[config.mk]
export PLATFORM = sky130hd
export DESIGN_NAME = refresh_sched
export DESIGN_NICKNAME = d
export VERILOG_FILES = /design/src/rtl/refsched_pkg.sv /design/src/rtl/refsched_tick.sv /design/src/rtl/refsched_prech.sv /design/src/rtl/refsched_debt.sv /design/src/rtl/refresh_sched.sv
export SDC_FILE = /design/constraint.sdc
export NUM_CORES = 1
export LEC_CHECK = 0
export ABC_AREA = 0
export BUFFER_PORTS_ARGS = -buffer_cell sky130_fd_sc_hd__buf_2
export CORE_MARGIN = 3
export CORE_UTILIZATION = 45
export CTS_CLUSTER_SIZE = 16
export DETAILED_ROUTE_END_ITERATION = 8
export GPL_TIMING_DRIVEN = 0
export PLACE_DENSITY = 0.69
export REMOVE_ABC_BUFFERS = 1
export SLEW_MARGIN = 20
export SYNTH_ARGS = -nofsm -noshare
export SYNTH_HDL_FRONTEND = slang
export SYNTH_SLANG_ARGS = --single-unit
[constraint.sdc]
create_clock -name clk -period 4.7 [get_ports clk]
set_clock_uncertainty 0.05 [all_clocks]
set_input_delay 0.235 -clock clk [delete_from_list [all_inputs] [get_ports clk]]
set_output_delay 0.235 -clock clk [all_outputs]
set_load 0.005 [all_outputs]
[src/rtl/refsched_pkg.sv]
package refsched_pkg;

    typedef enum logic [1:0] {
        ST_IDLE   = 2'd0,
        ST_URGENT = 2'd1,
        ST_BLOCK  = 2'd2
    } rs_state_e;

    // Debt limit per rate mode, scaled from the 1x value.
    function automatic int rs_limit(input logic [1:0] mode, input int base);
        case (mode)
            2'd0:    return base;
            2'd1:    return base * 2;
            default: return base * 4;
        endcase
    endfunction

endpackage

[src/rtl/refsched_tick.sv]
module refsched_tick #(
    parameter int TW = 16
) (
    input  logic          clk,
    input  logic          rst_n,
    input  logic [TW-1:0] period,
    output logic          tick
);
    logic [TW-1:0] cnt;

    // Compare with >= so a shortened period never skips a wrap.
    assign tick = (cnt >= (period - TW'(1)));

    always_ff @(posedge clk or negedge rst_n) begin
        if (!rst_n)    cnt <= '0;
        else if (tick) cnt <= '0;
        else           cnt <= cnt + TW'(1);
    end
endmodule

[src/rtl/refsched_prech.sv]
module refsched_prech #(
    parameter int TW = 16
) (
    input  logic          clk,
    input  logic          rst_n,
    input  logic          banks_idle,
    input  logic [TW-1:0] trp,
    output logic          rp_ok
);
    logic [TW-1:0] run;

    // Consecutive idle cycles, saturating.
    always_ff @(posedge clk or negedge rst_n) begin
        if (!rst_n)          run <= '0;
        else if (!banks_idle) run <= '0;
        else if (run != '1)  run <= run + TW'(1);
    end

    assign rp_ok = banks_idle && (run >= trp);

    AST_RUN_CLEAR: assert property (@(posedge clk) disable iff (!rst_n)
        !banks_idle |=> !rp_ok || (trp == '0));
endmodule

[src/rtl/refsched_debt.sv]
module refsched_debt #(
    parameter int DW = 7
) (
    input  logic                 clk,
    input  logic                 rst_n,
    input  logic                 tick,
    input  logic                 issue,
    input  logic signed [DW-1:0] limit,
    output logic                 at_limit,
    output logic                 at_floor
);
    logic signed [DW-1:0] debt, debt_n;

    assign at_limit = (debt >= limit);
    assign at_floor = (debt <= -limit);

    always_comb begin
        debt_n = debt;
        if (tick && !issue && !at_limit) debt_n = debt + DW'(1);
        else if (issue && !tick)         debt_n = debt - DW'(1);
    end

    always_ff @(posedge clk or negedge rst_n) begin
        if (!rst_n) debt <= '0;
        else        debt <= debt_n;
    end

    AST_TICK_CANCEL: assert property (@(posedge clk) disable iff (!rst_n)
        tick && issue |=> $stable(debt));
    AST_TICK_RAISES: assert property (@(posedge clk) disable iff (!rst_n)
        tick && !issue && !at_limit |=> debt > $past(debt));
endmodule

[src/rtl/refresh_sched.sv]
module refresh_sched
    import refsched_pkg::*;
#(
    parameter int TW         = 16,
    parameter int BASE_LIMIT = 8
) (
    input  logic          clk,
    input  logic          rst_n,
    input  logic [TW-1:0] trefi_cycles,
    input  logic [TW-1:0] trp_cycles,
    input  logic [TW-1:0] trfc_cycles,
    input  logic [1:0]    refresh_mode,
    input  logic          banks_idle,
    input  logic          idle_hint,
    output logic          ref_needed,
    output logic          ref_issue,
    output logic          cmd_block
);
    localparam int MAX_LIM = BASE_LIMIT * 4;
    localparam int DW      = $clog2(MAX_LIM) + 2;

    rs_state_e            state, state_n;
    logic [TW-1:0]        blk_cnt;
    logic signed [DW-1:0] lim;
    logic                 tick, rp_ok, at_limit, at_floor, fire;

    assign lim = DW'(rs_limit(refresh_mode, BASE_LIMIT));

    refsched_tick #(.TW(TW)) u_tick (
        .clk(clk), .rst_n(rst_n), .period(trefi_cycles), .tick(tick)
    );

    refsched_prech #(.TW(TW)) u_prech (
        .clk(clk), .rst_n(rst_n), .banks_idle(banks_idle),
        .trp(trp_cycles), .rp_ok(rp_ok)
    );

    refsched_debt #(.DW(DW)) u_debt (
        .clk(clk), .rst_n(rst_n), .tick(tick), .issue(fire),
        .limit(lim), .at_limit(at_limit), .at_floor(at_floor)
    );

    assign fire = (state != ST_BLOCK) && rp_ok &&
                  (at_limit || (idle_hint && !at_floor));

    // Next-state logic
    always_comb begin
        state_n = state;
        unique case (state)
            ST_IDLE, ST_URGENT: begin
                if (fire)
                    state_n = (trfc_cycles > TW'(1)) ? ST_BLOCK : ST_IDLE;
                else
                    state_n = at_limit ? ST_URGENT : ST_IDLE;
            end
            ST_BLOCK: if (blk_cnt <= TW'(1)) state_n = ST_IDLE;
            default:  state_n = ST_IDLE;
        endcase
    end

    // State register and block countdown
    always_ff @(posedge clk or negedge rst_n) begin
        if (!rst_n) begin
            state   <= ST_IDLE;
            blk_cnt <= '0;
        end else begin
            state <= state_n;
            if (fire)                  blk_cnt <= trfc_cycles - TW'(1);
            else if (state == ST_BLOCK) blk_cnt <= blk_cnt - TW'(1);
        end
    end

    // Outputs
    always_comb begin
        ref_issue  = fire;
        ref_needed = at_limit;
        cmd_block  = fire || (state == ST_BLOCK);
    end

    AST_ISSUE_IDLE: assert property (@(posedge clk) disable iff (!rst_n)
        ref_issue |-> banks_idle);
    AST_BLOCK_FOLLOWS: assert property (@(posedge clk) disable iff (!rst_n)
        ref_issue && (trfc_cycles > TW'(1)) |=> cmd_block && !ref_issue);
    AST_EARLY_HINT: assert property (@(posedge clk) disable iff (!rst_n)
        ref_issue && !ref_needed |-> idle_hint);
    AST_URGENT_SEND: assert property (@(posedge clk) disable iff (!rst_n)
        ref_needed && rp_ok && (state != ST_BLOCK) |-> ref_issue);
endmodule

==> impl_summary.log <==
[metrics] outcome: finished clean
[metrics] area inside the core boundary: 0.00977 sq mm
[metrics] multi-input logic area: 0.00300 sq mm
[metrics] hold crit path type: in2reg
[metrics] number of sinks handled by clock tree synthesis: 57
[metrics] remaining design rule violation count: 0
[metrics] biggest area consumer among synthesized cells: dfrtp_1
[metrics] Final Util: 0.540
[metrics] number of distinct library cells after synthesis: 56
[metrics] area share of the largest cell type after synthesis: 0.314
[metrics] sequential-to-total area share from yosys stat: 0.314
[metrics] initial core utilization: 0.464
[metrics] CTS tree: yes
[metrics] quantity of I/O buffers inserted on ports: 56
[metrics] count of buffer and inverter cells on the critical path: 2
[metrics] First-pass DRT Iterations: 4
[metrics] detailed-route vias per instance: 5.29
[metrics] final count of pins violating max slew: 0
[metrics] buffer cell driving the clock tree root: clkbuf_8
[metrics] Max H-tree Level: 3
[metrics] clock transition at the registers of the reported paths: 0.07 ns
[metrics] area taken by flip-flops and latches: 0.00143 sq mm
[metrics] leakage power: 2.46 nW
[metrics] Mapped Avg Cell Area: 8.70 sq um
[metrics] remaining global-route overflow: 0
[metrics] number of synthesis warnings: 0
[metrics] final hold violations: 0
[metrics] top achievable clock speed: 222 MHz
[metrics] cell with the most instances after synthesis: nor2_1
[metrics] CTS buffer count: 9
[metrics] critical path's largest stage delay: 0.56 ns
[metrics] # setup viols final: 0
[metrics] summed instance area of the synthesized netlist: 0.00454 sq mm
[metrics] ratio of final minimum period to clock period: 0.960
[metrics] nets@finish: 697
[metrics] count of max-cap constraint violations: 0
[metrics] critical-path maximum fanout: 4
[metrics] worst-case headroom to the max-slew limit: 0.388
[metrics] final critical-path required period: 4.51 ns
[metrics] data required time at the worst endpoint: 4.90 ns
[metrics] global-route total usage across every layer: 0.180
[metrics] width of the die: 106 um
[metrics] worst voltage drop across the vdd grid: 0.000169 V
[metrics] top cells by count, synth: 74 x nor2_1, 57 x dfrtp_1, 51 x ha_1, 41 x nand2_1, 40 x xnor2_1
[metrics] register bit total from synthesis: 57
[metrics] smallest hold slack: 0.0925 ns
[metrics] post-detailed-route wirelength per cell: 13.5 um
[metrics] floorplan row count: 36
[metrics] kind of start point of the critical path: primary input
[metrics] chip height: 106 um
[metrics] WP data arrival: 4.71 ns
[metrics] WL final: 9850 um
[metrics] Worst Setup Slack post-DPL: -0.858 ns
[metrics] DP Wirelength: 7440 um
[metrics] number of global-route vias before repair: 3,791
[metrics] Crit path max-delay family: simple AND/OR/NAND/NOR gates
[metrics] starting DRC count in detailed routing: 196
[metrics] wire length of the first global-routing pass: 16,800 um
[metrics] number of diodes: 0
[metrics] gate count after technology mapping: 522
[metrics] slowest library cell on the worst path: or4_1
[metrics] pin slew with the least headroom to its limit: 0.909 ns
[metrics] number of synthesized flops with an enable pin: 0
[metrics] worst path cell trace: buf_2, or4_1, nor2_2, nand2_1, or3_4, nor3_2, xnor2_1, ha_1, and4_4, o2111ai_1, a31oi_2, o21ai_4, a211oi_4, inv_2, ha_1, a211oi_2, nor2_1, a21o_1, a21oi_2, xnor2_1, mux2i_1, o31ai_1
[metrics] clock latency on the worst-skew pair: 0.34 ns
[metrics] Bufs on Longest Clock Path: 2
[metrics] category of the most critical setup path: in2reg
[metrics] Vias: 3,854
[metrics] DIE AREA: 0.0113 sq mm
[metrics] Worst Setup End Kind: flop
[metrics] worst setup slack after layout: 0.187 ns
[metrics] flip-flop cell with the highest count after synthesis: dfrtp_1
[metrics] number of antenna violations at the first check in global routing: 0
[metrics] io pins: 57
[metrics] leading post-synthesis cells by cell area: dfrtp_1 31%, ha_1 14%, xnor2_1 7.7%
[metrics] pin count of the biggest net entering global routing: 58
[metrics] post-synthesis to final-layout area growth: 16.3%
[metrics] share of layout cells above drive strength 1: 0.163
[metrics] async set or reset register ratio after synthesis: 1.00
[metrics] global placement routability congestion: 0.845
[metrics] DRT antenna net count: 0
[metrics] power per cell area: 365 mW/mm^2
[metrics] fill count: 896
-- path summary, 6_finish.rpt --
check | from | to | slack [ns] | depth (start not counted)
max reg2reg | u_debt.debt[3] | u_debt.debt[5] | 0.80 | 16
max | trefi_cycles[5] | u_debt.debt[5] | 0.19 | 22
min in group asynchronous | rst_n | u_tick.cnt[4] | 0.44 | 2
min | trfc_cycles[0] | blk_cnt[0] | 0.09 | 2
max in group asynchronous | rst_n | u_prech.run[3] | 3.66 | 2
min reg2reg | u_tick.cnt[0] | u_tick.cnt[0] | 0.46 | 1
-- timing repair --
action	in CTS	in global routing
pin swaps	1	4
setup buffers	1	5
cloned	0	0
hold endpoints to repair	57	0
hold buffers	1	0
gates resized for setup	5	7
setup endpoints to repair	6	2
-- per-stage QoR --
step                      TNS, ns  cell area [sq um]  power, mW  cells
after floorplan                 0               4510       1.23    516
after global placement      -1.94               4960       1.39    705
after detailed placement    -3.37               4970       1.43    706
after CTS                       0               5210       1.91    724
after global routing      -0.0170               5280       2.09    729
final                           0               5280       1.93    729
-- report_power, final --
| part | total [mW] | internal, mW | switching, mW | leakage (nW) |
|---|---|---|---|---|
| Clock | 0.462 | 0.243 | 0.219 | 0.0912 |
| Sequential | 0.716 | 0.589 | 0.127 | 0.739 |
| Combinational | 0.749 | 0.345 | 0.404 | 1.63 |
| Total | 1.93 | 1.18 | 0.750 | 2.46 |
-- worst reg2reg max path: stages (launching register included) --
cell and delay [ns]:
dfrtp_1 0.41, inv_1 0.09, ha_1 0.31, nor4b_2 0.27
nand3_1 0.13, a41oi_1 0.57, a211oi_4 0.10, a211oi_4 0.29
inv_2 0.09, ha_1 0.29, a211oi_2 0.22, nor2_1 0.10
a21o_1 0.20, a21oi_2 0.14, xnor2_1 0.16, mux2i_1 0.11
o31ai_1 0.27
-- cells in the final DEF (no fill, tap or decap), types with 5 or more instances in the layout --
cell,count
nand4_1,8
o21ai_0,15
xnor2_1,40
nand3_1,18
dfrtp_1,57
nand2_1,41
clkbuf_8,9
ha_1,51
xor2_1,31
buf_2,55
mux2i_1,5
and2_1,5
nor3_1,19
and3_1,12
buf_4,7
nor2_1,73
nor4_1,7
inv_1,35
a21oi_1,23
-- layout make-up --
class                           count  area share
Multi-Input combinational cell    423       0.569
Sequential cell                    57       0.270
Timing Repair Buffer               64      0.0669
Tap cell                          133      0.0315
Inverter                           36      0.0256
Clock buffer                        9      0.0235
Clock inverter                      7      0.0135
-- state kept, by name (all words and copies together) (netlist names) --
name,count
u_prech.run,16
blk_cnt,16
state,2
u_tick.cnt,16
u_debt.debt,7
-- cell families after synthesis --
family          Yosys count  synth area share
simple gates            210             0.224
mux                       5            0.0110
buf+inv                  43            0.0369
other cells               1          0.000826
compound gates           83             0.131
xor+xnor                 71             0.137
fa+ha+maj                52             0.145
flops                    57             0.314
-- metal layers --
layer / global-route usage / up-vias / share of wire
met5: 0 / - / 0
li1: - / 1965 / -
met2: 0.301 / 72 / 0.48
met4: 0.0603 / 0 / 0.0094
met3: 0.0370 / 6 / 0.047
met1: 0.234 / 1811 / 0.47
Power figures use the tool's default switching activity.
